===== src/rtl/hsw_pkg.sv =====
package hsw_pkg;
  typedef struct packed {
    logic hitWe;   // write the hit-list entry
    logic cntWe;   // write selected count bank
    logic baseWe;  // write selected base bank
    logic rowClr;  // zero the non-selected banks of the row
    logic mapSet;  // mark the row as touched
    logic mapClr;  // clear the whole bitmap
  } hswStrobe_t;
endpackage


===== src/rtl/hsw_ctrl.sv =====
module hsw_ctrl
  import hsw_pkg::*;
#(
  parameter int KEY_W = 7,
  parameter int PTR_W = 6,
  parameter int CNT_W = PTR_W + 1
) (
  input  logic             clk,
  input  logic             rstN,
  input  logic             evtStart,
  input  logic             inValid,
  input  logic [KEY_W-1:0] inKey,
  input  logic             rowSeen,
  output hswStrobe_t       strb,
  output logic [PTR_W-1:0] wrPtr,
  output logic [CNT_W-1:0] cntVal
);
  logic [KEY_W-1:0] prevKey;
  logic             prevValid;
  logic [PTR_W-1:0] nextAddr;
  logic [CNT_W-1:0] runCnt;
  logic             sameKey;
  logic             newKey;
  logic             seenEff;

  always_comb begin
    sameKey = inValid && prevValid && !evtStart && (inKey == prevKey);
    newKey  = inValid && !sameKey;
    seenEff = rowSeen && !evtStart;
    wrPtr   = evtStart ? '0 : nextAddr;
    cntVal  = sameKey ? runCnt + CNT_W'(1) : CNT_W'(1);
    strb.hitWe  = inValid;
    strb.cntWe  = inValid;
    strb.baseWe = newKey;
    strb.rowClr = newKey && !seenEff;
    strb.mapSet = newKey;
    strb.mapClr = evtStart;
  end

  always_ff @(posedge clk or negedge rstN) begin
    if (!rstN) begin
      prevKey   <= '0;
      prevValid <= 1'b0;
      nextAddr  <= '0;
      runCnt    <= '0;
    end else begin
      if (evtStart) begin
        prevValid <= 1'b0;
        nextAddr  <= '0;
      end
      if (inValid) begin
        prevKey   <= inKey;
        prevValid <= 1'b1;
        nextAddr  <= wrPtr + PTR_W'(1);
        runCnt    <= cntVal;
      end
    end
  end
endmodule


===== src/rtl/hsw_dp.sv =====
module hsw_dp
  import hsw_pkg::*;
#(
  parameter int UK_W     = 4,
  parameter int HIT_W    = 32,
  parameter int HL_DEPTH = 64,
  parameter int PTR_W    = $clog2(HL_DEPTH),
  parameter int CNT_W    = PTR_W + 1
) (
  input  logic               clk,
  input  logic               rstN,
  input  hswStrobe_t         strb,
  input  logic [UK_W+2:0]    inKey,
  input  logic [HIT_W-1:0]   inHit,
  input  logic [PTR_W-1:0]   wrPtr,
  input  logic [CNT_W-1:0]   cntVal,
  output logic               rowSeen,
  input  logic [UK_W-1:0]    rdAddr,
  output logic [8*CNT_W-1:0] rdCount,
  output logic [8*PTR_W-1:0] rdBase,
  input  logic [PTR_W-1:0]   hitRdAddr,
  output logic [HIT_W-1:0]   hitRdData
);
  localparam int ROWS  = 1 << UK_W;
  localparam int BANKS = 8;

  logic [UK_W-1:0]  rowSel;
  logic [2:0]       bankSel;
  logic [ROWS-1:0]  mapBits;
  logic [HIT_W-1:0] hitMem [HL_DEPTH];

  assign rowSel  = inKey[UK_W+2:3];
  assign bankSel = inKey[2:0];
  assign rowSeen = mapBits[rowSel];

  always_ff @(posedge clk or negedge rstN) begin
    if (!rstN) begin
      mapBits <= '0;
    end else begin
      if (strb.mapClr) mapBits <= '0;
      if (strb.mapSet) mapBits[rowSel] <= 1'b1;
    end
  end

  always_ff @(posedge clk) begin
    if (strb.hitWe) hitMem[wrPtr] <= inHit;
  end
  assign hitRdData = hitMem[hitRdAddr];

  for (genvar b = 0; b < BANKS; b++) begin : gBank
    logic [CNT_W-1:0] cntMem  [ROWS];
    logic [PTR_W-1:0] baseMem [ROWS];
    logic             isSel;
    assign isSel = (bankSel == 3'(b));

    always_ff @(posedge clk) begin
      if (strb.cntWe && isSel)       cntMem[rowSel] <= cntVal;
      else if (strb.rowClr)          cntMem[rowSel] <= '0;
      if (strb.baseWe && isSel)      baseMem[rowSel] <= wrPtr;
      else if (strb.rowClr)          baseMem[rowSel] <= '0;
    end

    assign rdCount[b*CNT_W +: CNT_W] = mapBits[rdAddr] ? cntMem[rdAddr]  : '0;
    assign rdBase[b*PTR_W +: PTR_W]  = mapBits[rdAddr] ? baseMem[rdAddr] : '0;
  end
endmodule


===== src/rtl/grouped_hit_store.sv =====
module grouped_hit_store
  import hsw_pkg::*;
#(
  parameter int UK_W     = 4,
  parameter int HIT_W    = 32,
  parameter int HL_DEPTH = 64
) (
  input  logic                                   clk,
  input  logic                                   rstN,
  input  logic                                   evtStart,
  input  logic                                   inValid,
  input  logic [HIT_W-1:0]                       inHit,
  input  logic [UK_W+2:0]                        inKey,
  input  logic [UK_W-1:0]                        rdAddr,
  output logic [8*($clog2(HL_DEPTH)+1)-1:0]      rdCount,
  output logic [8*$clog2(HL_DEPTH)-1:0]          rdBase,
  input  logic [$clog2(HL_DEPTH)-1:0]            hitRdAddr,
  output logic [HIT_W-1:0]                       hitRdData
);
  localparam int PTR_W = $clog2(HL_DEPTH);
  localparam int CNT_W = PTR_W + 1;
  localparam int KEY_W = UK_W + 3;

  hswStrobe_t       strb;
  logic [PTR_W-1:0] wrPtr;
  logic [CNT_W-1:0] cntVal;
  logic             rowSeen;

  hsw_ctrl #(.KEY_W(KEY_W), .PTR_W(PTR_W), .CNT_W(CNT_W)) uCtrl (
    .clk(clk), .rstN(rstN), .evtStart(evtStart), .inValid(inValid),
    .inKey(inKey), .rowSeen(rowSeen), .strb(strb), .wrPtr(wrPtr),
    .cntVal(cntVal)
  );

  hsw_dp #(.UK_W(UK_W), .HIT_W(HIT_W), .HL_DEPTH(HL_DEPTH),
           .PTR_W(PTR_W), .CNT_W(CNT_W)) uDp (
    .clk(clk), .rstN(rstN), .strb(strb), .inKey(inKey), .inHit(inHit),
    .wrPtr(wrPtr), .cntVal(cntVal), .rowSeen(rowSeen), .rdAddr(rdAddr),
    .rdCount(rdCount), .rdBase(rdBase), .hitRdAddr(hitRdAddr),
    .hitRdData(hitRdData)
  );
endmodule


===== config.mk =====
export PLATFORM = sky130hd
export DESIGN_NAME = grouped_hit_store
export DESIGN_NICKNAME = d
export VERILOG_FILES = /design/src/rtl/hsw_pkg.sv /design/src/rtl/hsw_ctrl.sv /design/src/rtl/hsw_dp.sv /design/src/rtl/grouped_hit_store.sv
export SDC_FILE = /design/constraint.sdc
export NUM_CORES = 2
export LEC_CHECK = 0
export ABC_AREA = 0
export BUFFER_PORTS_ARGS = -buffer_cell sky130_fd_sc_hd__buf_2
export CORE_MARGIN = 2
export CORE_UTILIZATION = 35
export DETAILED_ROUTE_END_ITERATION = 10
export GPL_ROUTABILITY_DRIVEN = 1
export PLACE_DENSITY = 0.61
export SLEW_MARGIN = 20
export SYNTH_ARGS = -nofsm -noshare
export SYNTH_HDL_FRONTEND = slang
export SYNTH_SLANG_ARGS = --single-unit

===== constraint.sdc =====
create_clock -name clk -period 3.1 [get_ports clk]
set_clock_uncertainty 0.2 [all_clocks]
set_input_delay 0.155 -clock clk [delete_from_list [all_inputs] [get_ports clk]]
set_output_delay 0.155 -clock clk [all_outputs]
set_load 0.01 [all_outputs]

==> impl_metrics.prom <==
# TYPE chip_impl_metric gauge
chip_impl_info{name="outcome",value="finished with violations"} 1
chip_impl_info{name="failed_checks",value="setup timing"} 1
chip_impl_metric{name="fin_ws",unit="ps"} -534
chip_impl_metric{name="finalHoldViolCount",unit=""} 0
chip_impl_info{name="worst_r2r_endpoint",value="uDp.gBank[5].cntMem[2][0]"} 1
chip_impl_metric{name="final_period_minus_worst_setup_slack",unit="ps"} 3630
chip_impl_metric{name="design.core.area",unit="µm²"} 413000
chip_impl_metric{name="worst-slew-pin-transition",unit="ps"} 1160
chip_impl_metric{name="placement_rows",unit=""} 236
chip_impl_metric{name="ys_warn_count",unit=""} 0
chip_impl_metric{name="synth.area.mux_share",unit="%"} 16.4
chip_impl_metric{name="routed-via-count",unit=""} 72019
chip_impl_metric{name="placer_congestion_estimate",unit=""} 0.819
chip_impl_metric{name="fp.dieW",unit="µm"} 648
chip_impl_metric{name="clock_tree.buffer_depth",unit=""} 4
chip_impl_metric{name="ports_placed_on_the_boundary",unit=""} 189
chip_impl_metric{name="complex_gate_fraction_of_the_synthesized_area",unit="%"} 2.00
chip_impl_info{name="crit_type",value="reg -> out"} 1
chip_impl_metric{name="worst_r2r_path_depth",unit=""} 8
chip_impl_metric{name="cpPeakStageDelay",unit="ps"} 650
chip_impl_info{name="worst_path_max_delay_cell",value="mux4_4"} 1
chip_impl_metric{name="port_buffers",unit=""} 188
chip_impl_info{name="tritoncts",value="done"} 1
chip_impl_metric{name="drc",unit=""} 0
chip_impl_info{name="endpoint_kind",value="primary output"} 1
chip_impl_metric{name="ys_async_sr_fraction",unit="%"} 0.987
chip_impl_info{name="whs_endpoint",value="uDp.hitMem[6][29]"} 1
chip_impl_metric{name="groute.usage.overall",unit="%"} 18.4
chip_impl_metric{name="leakage",unit="µW"} 0.0530
chip_impl_metric{name="cts_num_sinks",unit=""} 3749
chip_impl_metric{name="post-place-cells",unit=""} 12302
chip_impl_metric{name="final_antenna_net_count",unit=""} 0
chip_impl_info{name="ys.flop_type",value="edfxtp_1"} 1
chip_impl_info{name="cp_cell_sequence",value="inv_1 > mux4_2 > mux4_4 > buf_12 > clkbuf_16 > nor2b_1 > buf_4 > buf_2"} 1
chip_impl_metric{name="max_clock_freq",unit="MHz"} 275
chip_impl_metric{name="syn2layout_area_growth",unit="%"} 18.9
chip_impl_info{name="most_common_library_cell_in_the_layout_ignoring_fill_and_taps",value="edfxtp_1"} 1
chip_impl_metric{name="num_cts_buffers",unit=""} 367
chip_impl_metric{name="vdd.ir_drop.worst",unit="mV"} 0.627
chip_impl_metric{name="hpwlAfterDp",unit="µm"} 241000
chip_impl_metric{name="maxCapViolCount",unit=""} 0
chip_impl_info{name="start_kind",value="flop"} 1
chip_impl_metric{name="layout.cells.non_filler",unit=""} 13035
chip_impl_metric{name="drtIter0Drc",unit=""} 8970
chip_impl_info{name="grt_setup_unrepaired",value="true"} 1
chip_impl_metric{name="grt_start_max_net_pins",unit=""} 110
chip_impl_metric{name="cts_max_level",unit=""} 5
chip_impl_info{name="worstReg2RegStart",value="uCtrl.prevKey[0]"} 1
chip_impl_metric{name="critical_path_arrival",unit="ps"} 3280
chip_impl_metric{name="clkTransAtPathRegs",unit="ps"} 60
chip_impl_metric{name="postSynthNetCount",unit=""} 6498
chip_impl_metric{name="netlist_area",unit="µm²"} 145000
chip_impl_metric{name="synth-edff-count",unit=""} 3712
chip_impl_metric{name="path_max_fanout",unit=""} 6
chip_impl_info{name="synth_top_family_by_area",value="multiplexers"} 1
chip_impl_metric{name="hold_path_depth",unit=""} 2
chip_impl_metric{name="synth_top_area_share",unit="%"} 76.9
chip_impl_info{name="synth.largest_area_cell",value="edfxtp_1"} 1
chip_impl_metric{name="fin_nets",unit=""} 7320
chip_impl_metric{name="reg2reg_setup_slack",unit="ps"} 80
chip_impl_info{name="critPathTopFamily",value="multiplexers"} 1
chip_impl_metric{name="synth-seq-cells",unit=""} 3749
chip_impl_metric{name="setup_total_negative_slack",unit="ps"} -45430
chip_impl_metric{name="yosys.cell_types.count",unit=""} 59
chip_impl_metric{name="avg_cell_area_syn",unit="µm²"} 22.5
chip_impl_metric{name="syn-instance-count",unit=""} 6443
chip_impl_metric{name="critical_path_required_time",unit="ps"} 2740
chip_impl_metric{name="drt-pass1-iter-count",unit=""} 5
chip_impl_info{name="worstHoldPathType",value="in -> reg"} 1
chip_impl_metric{name="synth-adder-area-share",unit="%"} 0.0173
chip_impl_metric{name="grt_antenna_before_repair",unit=""} 13
chip_impl_metric{name="finalSetupViolCount",unit=""} 110
chip_impl_metric{name="drive_gt1_share",unit="%"} 36.4
chip_impl_metric{name="globalRoute.totalOverflow",unit=""} 0
chip_impl_metric{name="start_util",unit="%"} 35.1
chip_impl_metric{name="clkLatencyLatePin",unit="ps"} 900
chip_impl_info{name="most-common-layout-cells",value="edfxtp_1 (3712), mux4_2 (1018), buf_4 (501), clkbuf_16 (378), nor2_1 (193)"} 1
chip_impl_metric{name="power.density",unit="nW/µm²"} 613
chip_impl_info{name="start_point_of_the_worst_min_delay_path",value="inHit[29]"} 1
chip_impl_metric{name="synth_xor_xnor_area_share",unit="%"} 0.0906
chip_impl_metric{name="routed_wirelength",unit="µm"} 394000
chip_impl_metric{name="yosys.area_share.simple",unit="%"} 2.50
chip_impl_info{name="root_buf_cell",value="clkbuf_16"} 1
chip_impl_metric{name="routed_wire_length_per_instance",unit="µm"} 30.3
chip_impl_metric{name="maxSlewHeadroom",unit="%"} 22.2
chip_impl_metric{name="timing.final.max_slew_violations",unit=""} 0
chip_impl_info{name="synthTopCellsByArea",value="edfxtp_1 (77%), mux4_2 (16%), a22oi_1 (0.71%)"} 1
chip_impl_metric{name="floorplan.die.height",unit="µm"} 648
chip_impl_metric{name="critical_path.n_buffers_inverters",unit=""} 5
chip_impl_metric{name="post-route-period-util",unit="%"} 117
chip_impl_metric{name="synth_sequential_area_ratio",unit="%"} 77.5
chip_impl_metric{name="floorplan.die_area",unit="µm²"} 419000
chip_impl_metric{name="first_global_vias",unit=""} 73526
chip_impl_metric{name="viasPerCell",unit=""} 5.53
chip_impl_metric{name="grt_first_pass_wirelength",unit="µm"} 554000
where the power goes:
part	switching, µW	total (µW)	internal (µW)
Clock	18900	43500	24600
Sequential	99.6	56000	55900
Combinational	3620	6090	2470
Total	22600	106000	83000
Yosys cell counts (all sizes together), types with 51 or more instances:
library cell	instances
a21oi	73
a22oi	140
buf	231
clkbuf	179
edfxtp	3712
mux4	1019
nand2	51
nand3	63
nor2	277
nor2b	127
nor3	133
o22ai	57
flip-flops by register name, indices dropped and copies added (netlist names):
signal / cells
uCtrl.nextAddr: 6
uCtrl.prevKey: 7
uCtrl.prevValid: 1
uCtrl.runCnt: 7
uDp.gBank.baseMem: 768
uDp.gBank.cntMem: 896
uDp.hitMem: 2048
uDp.mapBits: 16
cells by family after synthesis:
kind of cell,Yosys count
DFF,3749
AOI/OAI and AO/OA,397
xor gates and xnor gates,15
buffers and inverters,437
and+or+nand+nor,742
muxes,1101
adders and majority gates,2
metrics by stage:
| step | area [µm²] | util [%] | hold WS, ps | power [µW] | setup slack, ps |
|---|---|---|---|---|---|
| 3_5_place_dp | 158000 | 38.2 | 138 | 62600 | -194 |
| 6_report | 172000 | 41.8 | 125 | 106000 | -534 |
| 3_3_place_gp | 158000 | 38.2 | 119 | 62500 | -275 |
| 2_1_floorplan | 145000 | - | -341 | 60000 | -241 |
| 4_1_cts | 171000 | 41.5 | 126 | 106000 | -606 |
| 5_1_grt | 172000 | 41.8 | 128 | 109000 | -623 |
worst max path at each step:
stage / from / endpoint / slack (ps) / cells after the start
3_5_place_dp: hitRdAddr[0] / hitRdData[30] / -190 / 9
5_1_grt: uDp.mapBits[15] / rdBase[40] / -620 / 8
3_3_place_gp: hitRdAddr[0] / hitRdData[30] / -270 / 9
6_report: uDp.mapBits[1] / rdBase[40] / -530 / 8
4_1_cts: uDp.mapBits[15] / rdBase[41] / -610 / 7
2_1_floorplan: evtStart / uDp.hitMem[8][0] / -240 / 6
layer usage:
layer / up-vias / part of all wire, % / GRT usage [%]
met5: - / 0.0079 / 0
met4: 4 / 3.0 / 5.17
met3: 577 / 7.4 / 2.97
met2: 3264 / 50 / 31.3
met1: 39156 / 40 / 24.5
li1: 29018 / - / -
layout make-up:
cell class                 count  area [µm²]
fill                       35361      240000
clock buffer                 452        9680
timing repair buffer         863        8550
tap                         5474        6850
antenna                        4        10.0
sequential                  3749      112000
clock inverter               209        1900
inverter                      27         101
multi-input combinational   2257       32900
what timing repair did:
action,CTS,global route
setup buffers,19,4
hold endpoints to repair,2417,0
pin swaps,60,40
setup endpoints to repair,183,604
resized for setup,309,186
cloned,7,5
hold buffers,50,0
Note: power is estimated with default switching activity, not from simulation.
